<file path="config.mk">
export PLATFORM = sky130hd
export DESIGN_NAME = shift_logic_unit
export DESIGN_NICKNAME = d
export VERILOG_FILES = /design/src/rtl/slu_pkg.sv /design/src/rtl/slu_logic_lane.sv /design/src/rtl/slu_shift_lane.sv /design/src/rtl/shift_logic_unit.sv
export SDC_FILE = /design/constraint.sdc
export NUM_CORES = 1
export LEC_CHECK = 0
export ABC_AREA = 1
export CAP_MARGIN = 10
export CORE_MARGIN = 2
export CORE_UTILIZATION = 60
export CTS_CLUSTER_SIZE = 28
export DETAILED_ROUTE_END_ITERATION = 8
export DONT_BUFFER_PORTS = 1
export MAX_ROUTING_LAYER = met4
export PLACE_DENSITY = 0.76
export SYNTH_ARGS = -nofsm -noshare
export SYNTH_HDL_FRONTEND = slang
export SYNTH_SLANG_ARGS = --single-unit
</file>
<file path="constraint.sdc">
create_clock -name clk -period 6.24 [get_ports clk]
set_input_delay 0.936 -clock clk [delete_from_list [all_inputs] [get_ports clk]]
set_output_delay 0.936 -clock clk [all_outputs]
set_load 0.005 [all_outputs]
</file>
<file path="src/rtl/slu_pkg.sv">
package slu_pkg;

   typedef enum logic [3:0] {
      OP_AND  = 4'd0,
      OP_OR   = 4'd1,
      OP_XOR  = 4'd2,
      OP_SHL  = 4'd3,
      OP_SHR  = 4'd4,
      OP_ROL  = 4'd5,
      OP_ROR  = 4'd6,
      OP_INC  = 4'd7,
      OP_DEC  = 4'd8,
      OP_BIT  = 4'd9,
      OP_TSET = 4'd10,
      OP_TCLR = 4'd11
   } slu_op_e;

   localparam int FLG_N = 3;
   localparam int FLG_V = 2;
   localparam int FLG_Z = 1;
   localparam int FLG_C = 0;

   function automatic logic op_is_logic(logic [3:0] op);
      return (op == OP_AND) || (op == OP_OR) || (op == OP_XOR);
   endfunction

   function automatic logic op_is_shift(logic [3:0] op);
      return (op >= OP_SHL) && (op <= OP_DEC);
   endfunction

   function automatic logic op_is_test(logic [3:0] op);
      return (op == OP_TSET) || (op == OP_TCLR);
   endfunction

   function automatic logic op_has_extra(logic [3:0] op);
      return op_is_shift(op) || op_is_test(op);
   endfunction

   function automatic logic [3:0] op_flag_mask(logic [3:0] op);
      logic [3:0] m;
      m = 4'b0000;
      case (op)
         OP_AND, OP_OR, OP_XOR, OP_INC, OP_DEC: m = 4'b1010;
         OP_SHL, OP_SHR, OP_ROL, OP_ROR:        m = 4'b1011;
         OP_BIT:                                m = 4'b1110;
         OP_TSET, OP_TCLR:                      m = 4'b0010;
         default:                               m = 4'b0000;
      endcase
      return m;
   endfunction

endpackage

</file>
<file path="src/rtl/slu_logic_lane.sv">
module slu_logic_lane
   import slu_pkg::*;
#(
   parameter int LW = 16
) (
   input  logic [3:0]    op,
   input  logic [LW-1:0] acc,
   input  logic [LW-1:0] mem,
   output logic [LW-1:0] val,
   output logic [3:0]    flg
);

   generate
      if (LW < 2) begin : g_bad_width
         $error("slu_logic_lane: LW must be at least 2");
      end
   endgenerate

   logic [LW-1:0] overlap;
   logic          overlap_zero;

   assign overlap      = acc & mem;
   assign overlap_zero = (overlap == '0);

   always_comb begin
      case (op)
         OP_AND:  val = overlap;
         OP_OR:   val = acc | mem;
         OP_XOR:  val = acc ^ mem;
         OP_TSET: val = mem | acc;
         OP_TCLR: val = mem & ~acc;
         default: val = acc;
      endcase
   end

   always_comb begin
      flg        = 4'b0000;
      flg[FLG_N] = val[LW-1];
      flg[FLG_Z] = (val == '0);
      if (op == OP_BIT) begin
         flg[FLG_N] = mem[LW-1];
         flg[FLG_V] = mem[LW-2];
         flg[FLG_Z] = overlap_zero;
      end else if (op_is_test(op)) begin
         flg[FLG_Z] = overlap_zero;
      end
   end

endmodule

</file>
<file path="src/rtl/slu_shift_lane.sv">
module slu_shift_lane
   import slu_pkg::*;
#(
   parameter int LW = 16
) (
   input  logic [3:0]    op,
   input  logic [LW-1:0] src,
   input  logic          cin,
   output logic [LW-1:0] val,
   output logic [3:0]    flg
);

   generate
      if (LW < 2) begin : g_bad_width
         $error("slu_shift_lane: LW must be at least 2");
      end
   endgenerate

   localparam logic [LW-1:0] ONE = {{(LW-1){1'b0}}, 1'b1};

   logic cout;

   always_comb begin
      cout = 1'b0;
      case (op)
         OP_SHL: begin
            val  = {src[LW-2:0], 1'b0};
            cout = src[LW-1];
         end
         OP_SHR: begin
            val  = {1'b0, src[LW-1:1]};
            cout = src[0];
         end
         OP_ROL: begin
            val  = {src[LW-2:0], cin};
            cout = src[LW-1];
         end
         OP_ROR: begin
            val  = {cin, src[LW-1:1]};
            cout = src[0];
         end
         OP_INC:  val = src + ONE;
         OP_DEC:  val = src - ONE;
         default: val = src;
      endcase
   end

   always_comb begin
      flg        = 4'b0000;
      flg[FLG_N] = val[LW-1];
      flg[FLG_Z] = (val == '0);
      flg[FLG_C] = cout;
   end

endmodule

</file>
<file path="src/rtl/shift_logic_unit.sv">
module shift_logic_unit
   import slu_pkg::*;
#(
   parameter int DATA_W       = 16,
   parameter bit ALLOW_NARROW = 1'b1
) (
   input  logic              clk,
   input  logic              rst_n,
   input  logic              op_valid,
   input  logic [3:0]        op_code,
   input  logic              narrow,
   input  logic              to_mem,
   input  logic [DATA_W-1:0] acc_in,
   input  logic [DATA_W-1:0] mem_in,
   input  logic              carry_in,
   output logic [DATA_W-1:0] result,
   output logic              done,
   output logic              acc_we,
   output logic              wb_en,
   output logic [3:0]        flags_we,
   output logic [3:0]        flags,
   output logic              extra_cycle
);

   localparam int HALF_W = DATA_W / 2;

   generate
      if (DATA_W < 4 || (DATA_W % 2) != 0) begin : g_bad_width
         $error("shift_logic_unit: DATA_W must be even and at least 4");
      end
   endgenerate

   // operation class decode
   logic use_shift;
   logic dest_acc;
   logic dest_mem;
   logic [3:0] flag_mask;

   assign use_shift = op_is_shift(op_code);
   assign dest_mem  = (use_shift && to_mem) || op_is_test(op_code);
   assign dest_acc  = op_is_logic(op_code) || (use_shift && !to_mem);
   assign flag_mask = op_flag_mask(op_code);

   // full-width lanes
   logic [DATA_W-1:0] shift_src;
   logic [DATA_W-1:0] lg_val_w, sh_val_w, val_w;
   logic [3:0]        lg_flg_w, sh_flg_w, flg_w;

   assign shift_src = to_mem ? mem_in : acc_in;

   slu_logic_lane #(.LW(DATA_W)) u_logic_wide (
      .op  (op_code),
      .acc (acc_in),
      .mem (mem_in),
      .val (lg_val_w),
      .flg (lg_flg_w)
   );

   slu_shift_lane #(.LW(DATA_W)) u_shift_wide (
      .op  (op_code),
      .src (shift_src),
      .cin (carry_in),
      .val (sh_val_w),
      .flg (sh_flg_w)
   );

   assign val_w = use_shift ? sh_val_w : lg_val_w;
   assign flg_w = use_shift ? sh_flg_w : lg_flg_w;

   // half-width lanes, present only when narrow mode is built in
   logic [HALF_W-1:0] val_n;
   logic [3:0]        flg_n;
   logic              eff_narrow;

   generate
      if (ALLOW_NARROW) begin : g_narrow
         logic [HALF_W-1:0] lg_val_n, sh_val_n;
         logic [3:0]        lg_flg_n, sh_flg_n;

         slu_logic_lane #(.LW(HALF_W)) u_logic_narrow (
            .op  (op_code),
            .acc (acc_in[HALF_W-1:0]),
            .mem (mem_in[HALF_W-1:0]),
            .val (lg_val_n),
            .flg (lg_flg_n)
         );

         slu_shift_lane #(.LW(HALF_W)) u_shift_narrow (
            .op  (op_code),
            .src (shift_src[HALF_W-1:0]),
            .cin (carry_in),
            .val (sh_val_n),
            .flg (sh_flg_n)
         );

         assign val_n      = use_shift ? sh_val_n : lg_val_n;
         assign flg_n      = use_shift ? sh_flg_n : lg_flg_n;
         assign eff_narrow = narrow;
      end else begin : g_wide_only
         assign val_n      = '0;
         assign flg_n      = 4'b0000;
         assign eff_narrow = 1'b0;
      end
   endgenerate

   // merge lanes into the next result
   logic [DATA_W-1:0] nxt_res;
   logic [3:0]        nxt_flg;

   always_comb begin
      nxt_res = acc_in;
      nxt_flg = flg_w;
      if (eff_narrow) begin
         nxt_flg = flg_n;
         if (dest_acc) begin
            nxt_res = {acc_in[DATA_W-1:HALF_W], val_n};
         end else if (dest_mem) begin
            nxt_res = {{(DATA_W-HALF_W){1'b0}}, val_n};
         end
      end else if (dest_acc || dest_mem) begin
         nxt_res = val_w;
      end
   end

   // single output register stage
   always_ff @(posedge clk) begin
      if (!rst_n) begin
         result      <= '0;
         done        <= 1'b0;
         acc_we      <= 1'b0;
         wb_en       <= 1'b0;
         flags_we    <= 4'b0000;
         flags       <= 4'b0000;
         extra_cycle <= 1'b0;
      end else begin
         done        <= op_valid;
         acc_we      <= op_valid && dest_acc;
         wb_en       <= op_valid && dest_mem;
         flags_we    <= op_valid ? flag_mask : 4'b0000;
         flags       <= op_valid ? (nxt_flg & flag_mask) : 4'b0000;
         extra_cycle <= op_valid && op_has_extra(op_code);
         if (op_valid) begin
            result <= nxt_res;
         end
      end
   end

endmodule

</file>
Word-level counts from Yosys, hierarchy flattened --
Memories as Yosys holds them, arrays and structs flattened. Cells that the tools add are included.
Storage, ports and cells: bits in registers 28, memory bits (read-only) 64, input port bits 42, output and inout port bits 28, logic and storage cells 83, memories 1
Operators by class: add/sub/neg operators 4, magnitude comparators 2, equality and inequality tests 11, multiplexer cells 22, bitwise gates (word level) 11, reduce and logical (&&, ||, !) cells 25
Memories:
- (name not given) | words 16, bits a word 4, read ports 1, clocked after memory_dff 0, wr ports 0, RTL line slu_pkg.sv:42 | case (op)
Operator list (number):
- 2-to-1 mux 16 bit | 6
- case mux 16 bit (6 select lines) | 1
- case mux 16 bit (4 select lines) | 1
- zero test 16 bit | 3
- case mux 8 bit (6 select lines) | 1
- AND 16 bit | 2
- case mux 8 bit (4 select lines) | 1
- zero test 8 bit | 3
- adder 16 x 1 -> 16 bit, second input constant | 1
- AND 8 bit | 2
- == test 4 x 3 -> 1 bit, second input constant | 4
- == test 4 bit, second input constant | 4
- NOT 16 bit | 1
- bitwise OR 16 bit | 1
- subtractor 16 x 1 -> 16 bit, second input constant | 1
- bitwise XOR 16 bit | 1
- 2-to-1 mux 4 bit | 3
- adder 8 x 1 -> 8 bit, second input constant | 1
- == test 4 x 2 -> 1 bit, second input constant | 2
- 2-to-1 mux 8 bit | 1
- NOT 8 bit | 1
- bitwise OR 8 bit | 1
- subtractor 8 x 1 -> 8 bit, second input constant | 1
- bitwise XOR 8 bit | 1
- 13 further kinds | 31

Logic depth before layout (Yosys ltp) --
depth in word-level cells 9, mapped depth 21, depth with buffers taken out 21

Cells and area by module --
From an unflattened synthesis, not the netlist that was laid out.
Unflattened totals: cell total of the unflattened synthesis 1276, area, all modules 7150.6 um2
By module, submodules not included:
- shift_logic_unit | times used 1, cells each 328, area an instance 1926.8 um2, sequential area each 560.5 um2
- slu_shift_lane at u_shift_wide | times used 1, cells each 342, area an instance 1783.0 um2, sequential area each 0.0 um2
- slu_logic_lane at u_logic_wide | times used 1, cells each 293, area an instance 1710.4 um2, sequential area each 0.0 um2
- slu_logic_lane at g_narrow.u_logic_narrow | times used 1, cells each 162, area an instance 913.4 um2, sequential area each 0.0 um2
- slu_shift_lane at g_narrow.u_shift_narrow | times used 1, cells each 151, area an instance 817.0 um2, sequential area each 0.0 um2

Least setup slack after synthesis --
No wires, ideal clock.
kind in2reg, from input op_code[1], to register flags[1], setup time 0.070 ns, arrival time 2.943 ns, required time 6.170 ns, setup slack 3.227 ns, cell stages on the path 15, buffers on the path 0, cells stage by stage inv_1 > nand2_1 > nor2_4 > ha_1 > nand2_1 > inv_1 > a21oi_1 > nor2_1 > nor3_1 > nand3_1 > nand3_1 > nand2_1 > nor3_1 > nand3_1 > a21oi_1
Between the ends: word-level cells in the longest chain between the ends 9, elaborated cells on any way between the ends 34, those cells by class 2 x order compare; 11 x eq/ne; 11 x mux; 1 x bitwise; 8 x reduce/logical; 1 x memory
Ends and longest elaborated chain:
- start: declaration | RTL line shift_logic_unit.sv:10 | input logic [3:0] op_code,
- == test 4 x 1 -> 1 bit / == test 4 bit (equally long branches) | RTL line slu_logic_lane.sv:26, slu_pkg.sv:32
- OR reduction 2 bit (no source line)
- case mux 16 bit (4 select lines) / case mux 8 bit (4 select lines) (equally long branches) | RTL line slu_logic_lane.sv:26 | case (op)
- zero test 16 bit / zero test 8 bit (equally long branches) | RTL line slu_logic_lane.sv:39 | flg[FLG_Z] = (val == '0);
- 2-to-1 mux 1 bit | RTL line slu_logic_lane.sv:44 | end else if (op_is_test(op)) begin
- 2-to-1 mux 1 bit | RTL line slu_logic_lane.sv:40 | if (op == OP_BIT) begin
- 2-to-1 mux 4 bit (on tied branches) | RTL line shift_logic_unit.sv:68, shift_logic_unit.sv:97
- 2-to-1 mux 4 bit | RTL line shift_logic_unit.sv:113 | if (eff_narrow) begin
- AND 4 bit (*) | RTL line shift_logic_unit.sv:140 | flags <= op_valid ? (nxt_flg & flag_mask) : 4'b0000;
- end signal: assignment | RTL line shift_logic_unit.sv:140
- end: declaration | RTL line shift_logic_unit.sv:21 | output logic [3:0] flags,
Mark *: on every way between the ends. The rest lies on a longest branch, timed or not. A chain may end at the register's enable or synchronous reset.

Worst setup path in the final report --
Ends and elaborated chain as after synthesis.

==> results.md <==
- Post-Synthesis Net Count: 858
- Die Area: 8271 sq um
- Pleak: 2.401 nW
- Worst hold-check path type: reg2reg
- First-pass GRT wire length: 23.93 mm
- Diodes inserted: 0
- Crit Path Max Fanout: 18
- Pin count of the biggest net entering global routing: 42
- FMAX: 285.5 MHz
- Slew Limit Fails: 0
- Hold path cells: 2
- Width of the die: 90.95 um
- GP Congestion: 0.9607
- RSZ-0062 raised after global routing: false
- CTS tree: done
- Status: finished, final reports clean
- Worst hold slack: 0.4869 ns
- DP HPWL: 12.27 mm
- Combinational share of power: 45.9%
- Post-DRT Antenna Nets: 0
- Clk root buf: clkbuf_8
- Clock Sinks: 28
- Synth Flop Type: dfxtp_1
- Hold Crit Endpoint: result[2]$_SDFFE_PN0P_
- Worst ir drop on vdd: 0.00007107 V
- Critical Path Start Type: input pin
- Synth Cell Area: 4536 sq um
- Number of top-level pins: 70
- Sequential-to-total area share from yosys stat: 12.36%
- Number of synthesized flops with an enable pin: 0
- Antenna violations before repair: 0
- Final Cycle Share: 56.14%
- Setup bufs post-CTS: 0
- Post-Syn Instances: 753
- Worst path arrival time: 3.71 ns
- Gr usage total: 36.37%
- Synth cell types: 45
- Starting Density: 62.20%
- Vias: 5050
- Setup crit end kind: flip-flop
- Drt drc: 0
- Vias per cell: 6.026
- HP Start: result[2]$_SDFFE_PN0P_
- Worst Path Required: 6.44 ns
- Switching Fraction: 42.70%
- Post-synth top area share: 17.10%
- CTS buffer count: 3
- Sw Pwr: 244.0 uW
- Vias in the first global route: 4645
- Setup-failing EPs final: 0
- Worst R2R Setup Slack: 5.46 ns
- Yosys warns: 0
- Core Region: 7292 sq um
- Maxcap violations: 0
- P per Cell Area: 125.0 nW/um^2
- Clk slew on worst S/H paths: 0.09 ns
- # fillers: 732
- Internal: 327.5 uW
- Setup TNS: 0 ns
- TritonRoute pass-1 iters: 5
- FF-to-FF End: result[1]$_SDFFE_PN0P_
- PostCTS Resize Cnt: 0
- Yosys top cell by area: ha_1
- Area Growth Syn to Fin: 0.7723%
- Synth top area cells: ha_1, nand2_1, dfxtp_1, inv_1, nand3_1
- Port bufs: 0
- Final min period: 3.503 ns
- Die Height: 90.95 um
- Clk_lat worst skew: 0.28 ns
- Seq cells post-synth: 28
- Rows: 31
- Worst Tran Pin Value: 0.9194 ns
- Wire length per cell: 17.86 um
- Final Power: 571.5 uW
- Crit Path Class: in2reg
- Core Util, Final: 62.68%
- Avg Cell Area, Syn: 6.023 sq um
- CTS Buffer Depth: 2
- Seq pwr share: 34.5%
- Initial detailed-routing violation count: 486
- Final Routed Wirelength: 14.97 mm
- Ys async rst share: 0%
- Hold Violations, Final: 0
- # hold bufs at CTS: 0
- Reg2reg start: result[1]$_SDFFE_PN0P_
- H-tree depth: 1
- Reg2Reg Depth: 2
- Share of cells above drive strength 1: 7.984%
- Clock network power share: 19.5%
- Worst Skew: 0 ns
- Slew headroom: 38.48%
- Layout net count: 845
- GRT overflow: 0
## cell usage in the layout (no fill, tap or decap), types with 2 or more instances in the layout
master    instances
a21oi_1          41
a22oi_1           9
a31oi_1           3
buf_4             2
clkbuf_8          4
clkinv_1          2
dfxtp_1          28
ha_1             62
inv_1           110
inv_2             4
nand2_1         181
nand2_2          20
nand2_4           2
nand3_1          65
nand3_2           7
nand3b_1          2
nand4_1          12
nor2_1           70
nor2_2            7
nor2_4            2
nor3_1            8
nor4_1            2
o211ai_1          7
o21a_1           11
o21ai_0          44
o21ai_1           8
o21ai_2           9
o22ai_1           3
## worst max path at each step
stage                           from  slack (ns)                  end  cells after the start
after floorplan           op_code[1]        3.23  flags[1]$_SDFF_PN0_                     15
after global placement    op_code[1]        2.63  flags[1]$_SDFF_PN0_                     11
after detailed placement  op_code[1]        2.55  flags[1]$_SDFF_PN0_                     11
after CTS                 op_code[1]        2.83  flags[1]$_SDFF_PN0_                     11
after global routing      op_code[1]        2.50  flags[1]$_SDFF_PN0_                     11
final                     op_code[1]        2.74  flags[1]$_SDFF_PN0_                     11
## cell families after synthesis
logic type / after synthesis / synth area share (%)
compound gates: 142 / 18.65
flops: 28 / 12.36
fa+ha+maj: 63 / 17.54
buf+inv: 136 / 13.10
simple gates: 383 / 38.15
xor+xnor: 1 / 0.1931
## flip-flops by register name (all words and copies together) (netlist names)
register / cells
flags_we: 4
acc_we: 1
flags: 4
extra_cycle: 1
result: 16
wb_en: 1
done: 1
## synthesized netlist by cell type, drive strengths merged (7+ instances only)
master and instances:
a21oi 41, a22oi 9, buf 15, dfxtp 28, ha 62, inv 114, nand2 203, nand3 72
nand4 12, nor2 79, nor3 9, o211ai 7, o21a 11, o21ai 61
## cell type report
class	instances	area, sq um	area share, %
Inverter	116	435.4	9.526
Clock buffer	4	55.05	1.204
Timing Repair Buffer	2	15.01	0.3285
Multi-Input combinational cell	589	3381	73.97
Tap cell	99	123.9	2.710
Sequential cell	28	560.5	12.26
## through the flow
stage / instances / area [sq um] / setup WS, ns
2_1_floorplan: 753 / 4536 / 3.227
3_3_place_gp: 834 / 4516 / 2.633
3_5_place_dp: 834 / 4516 / 2.550
4_1_cts: 838 / 4571 / 2.831
5_1_grt: 838 / 4571 / 2.495
6_report: 838 / 4571 / 2.737
## power by group through the flow
stage	logic [mW]	registers, mW	clock network (mW)
6_report	0.262	0.197	0.112
3_5_place_dp	0.253	0.202	0
5_1_grt	0.290	0.198	0.117
3_3_place_gp	0.248	0.201	0
2_1_floorplan	0.201	0.199	0
4_1_cts	0.254	0.198	0.112
## worst max-delay path, cell delays in order
cell and delay (ns):
nor2_1 0.63, nand2_4 0.23, nand2_1 0.37, clkinv_1 0.53, a221oi_1 0.38, inv_1 0.07, nor2_1 0.17, nand2_1 0.07
nor2_1 0.08, nand3_1 0.07, a21oi_1 0.15
## metal layers
metal,global-route usage (%),vias up,wire length [um]
li1,-,2429,-
met1,49.59,2290,6314
met2,59.26,303,7003
met3,3.320,28,1436
met4,6.944,0,214
met5,-,-,0
Power figures use the tool's default switching activity.
